==> config.mk <==
export PLATFORM = sky130hd
export DESIGN_NAME = smpl_fifo_irq
export DESIGN_NICKNAME = d
export VERILOG_FILES = /design/src/rtl/smpl_pkg.sv /design/src/rtl/smpl_regs.sv /design/src/rtl/smpl_ring.sv /design/src/rtl/smpl_req.sv /design/src/rtl/smpl_fifo_irq.sv
export SDC_FILE = /design/constraint.sdc
export NUM_CORES = 1
export LEC_CHECK = 0
export ABC_AREA = 1
export ABC_CLOCK_PERIOD_IN_PS = 2700
export CAP_MARGIN = 20
export CORE_ASPECT_RATIO = 0.6
export CORE_MARGIN = 2
export CORE_UTILIZATION = 50
export DETAILED_ROUTE_END_ITERATION = 6
export DONT_BUFFER_PORTS = 1
export PLACE_DENSITY_LB_ADDON = 0.2
export RECOVER_POWER = 50
export SKIP_CTS_REPAIR_TIMING = 1
export SLEW_MARGIN = 20
export SYNTH_ARGS = -nofsm -noshare
export SYNTH_HDL_FRONTEND = slang
export SYNTH_SLANG_ARGS = --single-unit
==> constraint.sdc <==
create_clock -name clk -period 2.7 [get_ports clk]
set_clock_uncertainty 0.1 [all_clocks]
set_input_delay 0.54 -clock clk [delete_from_list [all_inputs] [get_ports clk]]
set_output_delay 0.54 -clock clk [all_outputs]
set_load 0.01 [all_outputs]
==> src/rtl/smpl_pkg.sv <==
package smpl_pkg;

    localparam int SMPL_W     = 16;
    localparam int FIFO_DEPTH = 8;
    localparam int LVL_W      = 3;
    localparam int BUS_W      = 32;
    localparam int ADDR_W     = 3;
    localparam int PTR_W      = $clog2(FIFO_DEPTH);
    localparam int CNT_W      = PTR_W + 1;
    localparam int IE_BIT     = 31;
    localparam int OVF_BIT    = 8;

    typedef enum logic [ADDR_W-1:0] {
        ADR_DATA   = 3'd0,
        ADR_IRQCFG = 3'd1,
        ADR_RUN    = 3'd2,
        ADR_DMA    = 3'd3,
        ADR_STATUS = 3'd4
    } reg_adr_e;

    typedef struct packed {
        logic             irq_en;
        logic [LVL_W-1:0] level;
        logic             dma_en;
        logic             run;
    } ctrl_t;

    typedef struct packed {
        logic [CNT_W-1:0]  fill;
        logic              ovf;
        logic [SMPL_W-1:0] head;
    } ring_stat_t;

    function automatic logic [PTR_W-1:0] ptr_next(input logic [PTR_W-1:0] p);
        if (p == PTR_W'(FIFO_DEPTH - 1))
            return '0;
        return p + PTR_W'(1);
    endfunction

    function automatic logic above_level(input logic [CNT_W-1:0] fill,
                                         input logic [LVL_W-1:0] lvl);
        return fill > CNT_W'(lvl);
    endfunction

endpackage

==> src/rtl/smpl_regs.sv <==
module smpl_regs
    import smpl_pkg::*;
(
    input  logic              clk,
    input  logic              rst,
    input  logic              wr,
    input  logic [ADDR_W-1:0] addr,
    input  logic [BUS_W-1:0]  wdata,
    output ctrl_t             ctrl
);

    wire unused_wbits = ^{wdata[IE_BIT-1:LVL_W]};

    always_ff @(posedge clk) begin
        if (rst) begin
            ctrl <= '0;
        end else if (wr) begin
            case (reg_adr_e'(addr))
                ADR_IRQCFG: begin
                    ctrl.level  <= wdata[LVL_W-1:0];
                    ctrl.irq_en <= wdata[IE_BIT];
                end
                ADR_RUN: ctrl.run    <= wdata[0];
                ADR_DMA: ctrl.dma_en <= wdata[0];
                default: ;
            endcase
        end
    end

endmodule

==> src/rtl/smpl_ring.sv <==
module smpl_ring
    import smpl_pkg::*;
#(
    parameter int DW    = SMPL_W,
    parameter int DEPTH = FIFO_DEPTH
) (
    input  logic          clk,
    input  logic          rst,
    input  logic          clear,
    input  logic          push_req,
    input  logic [DW-1:0] push_data,
    input  logic          pop_req,
    output logic          push_ok,
    output logic          pop_ok,
    output ring_stat_t    stat
);

    localparam int PW = $clog2(DEPTH);
    localparam int CW = PW + 1;

    logic [DW-1:0] mem [DEPTH];
    logic [PW-1:0] wptr, rptr;
    logic [CW-1:0] fill;
    logic          ovf;
    logic [DW-1:0] last_word;
    logic          empty, full, drop;

    assign empty   = (fill == '0);
    assign full    = (fill == CW'(DEPTH));
    assign pop_ok  = pop_req && !clear && !empty;
    assign push_ok = push_req && !clear && (!full || pop_ok);
    assign drop    = push_req && !clear && !push_ok;

    always_ff @(posedge clk) begin
        if (push_ok)
            mem[wptr] <= push_data;
    end

    always_ff @(posedge clk) begin
        if (rst || clear) begin
            wptr <= '0;
            rptr <= '0;
            fill <= '0;
            ovf  <= 1'b0;
        end else begin
            if (push_ok)
                wptr <= ptr_next(wptr);
            if (pop_ok)
                rptr <= ptr_next(rptr);
            case ({push_ok, pop_ok})
                2'b10:   fill <= fill + CW'(1);
                2'b01:   fill <= fill - CW'(1);
                default: fill <= fill;
            endcase
            if (drop)
                ovf <= 1'b1;
        end
    end

    always_ff @(posedge clk) begin
        if (rst)
            last_word <= '0;
        else if (pop_ok)
            last_word <= mem[rptr];
    end

    always_comb begin
        stat      = '0;
        stat.fill = fill;
        stat.ovf  = ovf;
        stat.head = empty ? last_word : mem[rptr];
    end

endmodule

==> src/rtl/smpl_req.sv <==
module smpl_req
    import smpl_pkg::*;
(
    input  ctrl_t            ctrl,
    input  logic [CNT_W-1:0] fill,
    output logic             irq,
    output logic             dma_req
);

    always_comb begin
        irq     = ctrl.irq_en && above_level(fill, ctrl.level);
        dma_req = ctrl.dma_en && (fill != '0);
    end

endmodule

==> src/rtl/smpl_fifo_irq.sv <==
module smpl_fifo_irq
    import smpl_pkg::*;
(
    input  logic              clk,
    input  logic              rst,
    input  logic              smp_vld,
    input  logic [SMPL_W-1:0] smp_data,
    input  logic [ADDR_W-1:0] reg_addr,
    input  logic              reg_wr,
    input  logic              reg_rd,
    input  logic [BUS_W-1:0]  reg_wdata,
    output logic [BUS_W-1:0]  reg_rdata,
    output logic              irq,
    output logic              dma_req,
    output logic              conv_run
);

    ctrl_t            ctrl;
    ring_stat_t       stat;
    logic             pop_req, push_ok, pop_ok;
    logic [CNT_W-1:0] fill_cnt;

    assign pop_req  = reg_rd && (reg_adr_e'(reg_addr) == ADR_DATA);
    assign fill_cnt = stat.fill;
    assign conv_run = ctrl.run;

    smpl_regs u_regs (
        .clk   (clk),
        .rst   (rst),
        .wr    (reg_wr),
        .addr  (reg_addr),
        .wdata (reg_wdata),
        .ctrl  (ctrl)
    );

    smpl_ring #(.DW(SMPL_W), .DEPTH(FIFO_DEPTH)) u_ring (
        .clk       (clk),
        .rst       (rst),
        .clear     (!ctrl.run),
        .push_req  (smp_vld),
        .push_data (smp_data),
        .pop_req   (pop_req),
        .push_ok   (push_ok),
        .pop_ok    (pop_ok),
        .stat      (stat)
    );

    smpl_req u_req (
        .ctrl    (ctrl),
        .fill    (fill_cnt),
        .irq     (irq),
        .dma_req (dma_req)
    );

    always_comb begin
        reg_rdata = '0;
        case (reg_adr_e'(reg_addr))
            ADR_DATA:   reg_rdata[SMPL_W-1:0] = stat.head;
            ADR_IRQCFG: begin
                reg_rdata[LVL_W-1:0] = ctrl.level;
                reg_rdata[IE_BIT]    = ctrl.irq_en;
            end
            ADR_RUN:    reg_rdata[0] = ctrl.run;
            ADR_DMA:    reg_rdata[0] = ctrl.dma_en;
            ADR_STATUS: begin
                reg_rdata[CNT_W-1:0] = stat.fill;
                reg_rdata[OVF_BIT]   = stat.ovf;
            end
            default:    reg_rdata = '0;
        endcase
    end

endmodule

After elaboration in Yosys (flattened, before gate mapping) --
Memories as Yosys holds them, arrays and structs flattened. A register that Yosys moved wholly into a read port is not among the register bits. Index checks and enable logic that the tools add are counted. W data, S select, Z words.
Storage, ports and cells: register bits 33, bits in writable memories 128, input bits 56, output and inout bits 35, logic and storage cells 68, memories 1
Operators by class: add/sub/neg operators 4, order comparisons 1, eq/ne operators 9, muxes and demuxes 23, reduce and logical (&&, ||, !) cells 21
Memory list:
- u_ring.mem | words 8, bits a word 16, rd ports 1, clocked after memory_dff 1, wr ports 1, line smpl_ring.sv:21 | logic [DW-1:0] mem [DEPTH];
Operator list (number):
- $mux W3 | 6
- $mux W16 | 1
- $eq A3 B3 Y1 const B | 3
- $mux W1 | 9
- $logic_and A1 B1 Y1 | 8
- $pmux W4 S2 | 1
- $mux W7 | 1
- $add A3 B1 Y3 const B | 2
- $eq A3 B2 Y1 const B | 2
- $pmux W2 S3 | 1
- $reduce_and A2 Y1 | 3
- $pmux W1 S5 | 1
- $add A4 B1 Y4 const B | 1
- $eq A4 B4 Y1 const B | 1
- $gt A4 B3 Y1 | 1
- $logic_not A1 Y1 | 4
- $logic_not A4 Y1 | 1
- $mux W4 | 1
- $pmux W1 S2 | 2
- $reduce_bool A4 Y1 | 1
- $sub A4 B1 Y4 const B | 1
- $eq A3 B1 Y1 const B | 1
- $logic_not A3 Y1 | 1
- $eq A2 B1 Y1 const B | 1
- other kinds (3) | 4

Depth between registers and ports, before layout --
word-level depth 9, gate-level depth with buffers 16, depth with buffers taken out 16

Modules after synthesis --
From an unflattened synthesis, not the netlist that was laid out.
Second synthesis, totals: cells, all modules 732, area total of the unflattened synthesis 7267.0 um^2
By module, submodules not included:
- smpl_ring | instances 1, cells an instance 588, area each 6444.9 um^2
- smpl_fifo_irq | instances 1, cells an instance 75, area each 400.4 um^2
- smpl_regs | instances 1, cells an instance 47, area each 304.0 um^2
- smpl_req | instances 1, cells an instance 22, area each 117.6 um^2

Least setup slack after synthesis --
OpenSTA, ideal clock, no wires.
path kind input -> register, from input reg_addr[1], to register u_ring.fill[2], library setup time 0.115 ns, arrival 2.197 ns, path slack 0.287 ns, cell stages on the path 15, path buffers 1, cells stage by stage inv_2 nand2_4 nor2_8 nand3_4 nor2_4 buf_2 ha_1 nand2_1 inv_1 nor2_1 ha_1 a21oi_1 xnor2_1 o21ai_0 inv_1
On the way: word-level cells in the longest chain between the ends 8, elaborated cells between the ends (all ways) 10, those cells by class eq/ne (2); mux (1); reduce/logical (7)
Ends and longest elaborated chain:
- start, declared | line smpl_fifo_irq.sv:8 | input logic [ADDR_W-1:0] reg_addr,
- $logic_not A3 Y1 * | line smpl_fifo_irq.sv:23 | assign pop_req = reg_rd && (reg_adr_e'(reg_addr) == ADR_DATA);
- $logic_and A1 B1 Y1 * | line smpl_fifo_irq.sv:23
- $logic_and A1 B1 Y1 * (2 in a row) | line smpl_ring.sv:30 | assign pop_ok = pop_req && !clear && !empty;
- net pop_ok | line smpl_fifo_irq.sv:20 | logic pop_req, push_ok, pop_ok;
- $logic_or A1 B1 Y1 | line smpl_ring.sv:31 | assign push_ok = push_req && !clear && (!full || pop_ok);
- $logic_and A1 B1 Y1 | line smpl_ring.sv:31
- $eq A2 B1 Y1 or $eq A2 B2 Y1 (tied branches) | line smpl_ring.sv:50 | case ({push_ok, pop_ok})
- $pmux W4 S2 or $reduce_bool A2 Y1 (tied branches)
- end signal, assigned | line smpl_ring.sv:51 | 2'b10: fill <= fill + CW'(1);
- end signal, assigned | line smpl_ring.sv:52 | 2'b01: fill <= fill - CW'(1);
- end signal, assigned | line smpl_ring.sv:53 | default: fill <= fill;
- end, declared | line smpl_ring.sv:23 | logic [CW-1:0] fill;
Mark *: on every way through the listed nets, which the timed path passes. The rest lies on a longest branch. A chain may end at the register's enable or synchronous reset.

==> results by stage <==
Power:
- Combinational logic burns 1.2% of the power.
- The worst-case IR drop observed on VDD is 514 uV.
- In this run, flip-flops and latches consume 52.0% of the power.
- The ratio of total power to cell area is 664 nW/um2.
- The static power due to leakage is 2.89 nW.
- The internal portion of total power is 4.24 mW.
- Net switching is 19.3% of the power.
- The clock network accounts for 46.8% of the total power.
- The switching component of the power is 1.01 mW.
- Summing internal, switching and leakage power gives 5.25 mW.

Placement:
- The routability congestion estimate from global placement is 0.809.
- Once placement completed, the tool counted placed cells totaling 845.
- The half-perimeter wire length of the detailed placement result is 9730 um.
- Buffers placed on the I/O ports in this run total 0.
- Once placement finished, the instance area stood at 7250 um2.
- The post-place setup slack is 360 ps.

Synth:
- Yosys mapped the design onto 36 distinct sky130hd cell types.
- In this run the cell area of the synthesized design comes to 7040 um2.
- The share of Yosys cell area claimed by the top area cell type is 54.6%.
- Synthesis inferred 164 register bits.
- The mean post-synth cell area is 10.7 um2.
- The count of mapped cells out of synthesis is 660.
- Yosys attributes the largest share of cell area to edfxtp_1 (55%), dfxtp_1 (10%), nor2_1 (7.5%).
- edfxtp_1 takes more of the synthesized area than any other cell.
- The Yosys step of the flow raised 0 warnings.
- The fraction of the yosys area taken by sequential cells is 64.9%.

Route:
- The number of routed nets with antenna violations is 0.
- For this run, design rule violations remaining after detail routing come to 0.
- The detailed router finished its first iteration with 432 violations.
- The total wire length after detailed routing is 15100 um.
- The number of search-and-repair iterations in the first detailed-routing pass is 5.
- The routed via count is 4706.
- After detailed routing, the average wire length per cell comes to 17.3 um.
- Using the TritonRoute via totals, the vias-per-cell ratio works out to 5.37.

Timing:
- The share of the cycle needed by the critical path after routing is 95.8%.
- The number of endpoints with negative hold slack in the final report is 0.
- Setup repair after global routing could not meet its margin everywhere.
- The worst path needs 2590 ps of the cycle, external delays included.
- Setup violations remaining at the end of the flow were counted as 0.
- The transition time of the tightest slew-check pin is 647 ps.
- On the final layout, the worst hold slack is 113 ps.
- The relative max-transition margin is 56.7%.
- The final count of pins violating max slew is 0.
- Across all setup checks in the final design, the least slack found is 112 ps.
- Adding up every negative setup slack in the final design gives 0 ps.
- Static timing analysis puts the maximum clock frequency at 386 MHz.

Layout:
- Counting the fill cells in the layout gives 1167.
- The layout cell share with drive strength beyond 1 is 12.0%.
- The count of non-filler cells in the finished layout is 877.
- The area growth from synthesis to final layout is 12.3%.
- The final layout contains 738 nets.
- The number of diodes added for antenna fixing is 0.
- The total non-filler cell area in the finished layout is 7900 um2.
- The most common cell after layout, fill and taps aside is nor2_1.
- Leaving out fill and tap cells, the most frequent cells in the layout are nor2_1 (141), edfxtp_1 (128), o21ai_0 (91).
- The utilization of the core after routing is 57.6%.

Setup path:
- The signal arrival time at the worst endpoint is 1950 ps.
- The worst setup path is of the flop to primary output kind.
- The most numerous cell type found on the critical path is nor2_1.
- The cell family with the largest share of critical-path delay is compound AO/OA/AOI/OAI gates.
- The largest fanout on the critical path is 38.
- The number of buffers and inverters on the critical path is 1.
- Data on the critical path is required at its endpoint by 2060 ps.
- The worst setup path is launched from a flop.
- Among all stages on the critical path, the largest delay is contributed by dfxtp_2.
- STA classifies the critical path endpoint as a primary output.
- The largest single stage delay on the critical path is 390 ps.
- The critical path goes through buf_6 -> nor2_1 -> nor2_1 -> o21ai_0 -> o211ai_1 -> o21ai_1 -> a21oi_1.

GRT:
- Entering global routing, the biggest net connects 56 pins.
- The initial antenna violation count is 0.
- The global route total overflow is 0.
- The total global routing track utilization is 21.1%.
- The via count of the first global-routing pass is 4466.
- The first-pass GRT wire length is 23700 um.

CTS:
- The clock tree synthesis step divided the H-tree into 4 levels.
- Clock latency on the worst-skew pair, taken at its later pin, is 420 ps.
- In this run the clock root is driven by a clkbuf_16.
- Clock tree synthesis inserted a total of 17 buffers.
- Counting every sink on the clock net gives 164.
- The clock tree from TritonCTS is yes.
- Clock-pin slew was measured on the worst setup and hold paths at 70 ps.
- Counting along the longest clock path gives a buffer depth of 2.

Floorplanning:
- After floorplanning, the core was divided into 33 placement rows.
- In this run the vertical extent of the chip is 95.9 um.
- 91 I/O pins were placed.
- The starting utilization of the core area is 51.3%.
- The x dimension of the die is 157 um.
- In this run the standard cell core region covers 13700 um2.
- The floorplan step defined a die boundary enclosing 15100 um2.

Status:
- The run finished with clean final reports.

Hold path:
- The path class of the tightest hold or removal check is input port to flop.

Job:
- Max-cap violations in this run came to 0.
final timing paths:
check                                     from                end  slack (ps)  cells after the start
worst max-delay path                      flop       reg_rdata[4]         110                      7
worst min-delay path              smp_data[12]  u_ring.mem[4][12]         110                      0
worst max register to register  u_ring.fill[0]     u_ring.fill[3]         310                     12
worst min register to register      u_ring.ovf         u_ring.ovf         370                      1
metal layers:
layer | part of all wire [%] | GRT usage, % | up-vias
met5 | 0 | 0 | -
met4 | 1.3 | 6.44 | 0
met3 | 6.6 | 4.77 | 12
met2 | 46 | 33.9 | 149
met1 | 46 | 29.1 | 2249
li1 | - | - | 2296
layout make-up:
cell class | count | area, um2 | area share (%)
tap | 192 | 240 | 3.04
inverter | 36 | 140 | 1.77
clock buffer | 23 | 533 | 6.74
timing repair buffer | 23 | 203 | 2.56
clock inverter | 9 | 87.6 | 1.11
multi-input combinational | 430 | 2130 | 27.0
sequential | 164 | 4570 | 57.8
synthesized netlist by cell type, drive strengths merged:
| cell type | number |
|---|---|
| nor3 | 2 |
| o211a | 1 |
| ha | 10 |
| inv | 36 |
| xor2 | 1 |
| o311a | 1 |
| o22ai | 3 |
| nand3 | 8 |
| nor2 | 146 |
| xnor2 | 1 |
| o21bai | 5 |
| nand2 | 54 |
| dfxtp | 36 |
| o211ai | 11 |
| clkbuf | 12 |
| nand4 | 1 |
| a21oi | 33 |
| conb | 1 |
| o21a | 2 |
| or2 | 1 |
| o21ai | 134 |
| a211oi | 1 |
| edfxtp | 128 |
| buf | 32 |
cells by family (layout without fill, tap and decap cells):
family	Yosys count	in the layout	share of synthesized area (%)
buffers and inverters	80	91	5.92
DFF	164	164	64.9
adders and majority gates	10	10	1.78
and+or+nand+nor	212	212	12.7
AOI/OAI and AO/OA	191	191	14.5
xor gates and xnor gates	2	2	0.249
other	1	15	0.0533
sequential cells by signal (all words and copies together) (netlist names), named ones only:
signal	flops
u_ring.ovf	1
u_ring.rptr	3
u_regs.ctrl	6
u_ring.wptr	3
u_ring.mem	128
u_ring.last_word	16
u_ring.fill	4
power by group through the flow:
| stage | Sequential (mW) | Clock (mW) | Combinational [mW] |
|---|---|---|---|
| 2_1_floorplan | 2.78 | 0 | 0.0657 |
| 3_3_place_gp | 2.78 | 0 | 0.0609 |
| 3_5_place_dp | 2.78 | 0 | 0.0623 |
| 4_1_cts | 2.73 | 2.49 | 0.0625 |
| 5_1_grt | 2.73 | 2.58 | 0.0727 |
| 6_report | 2.73 | 2.46 | 0.0635 |
No activity file was read; power rests on OpenSTA's default activity.
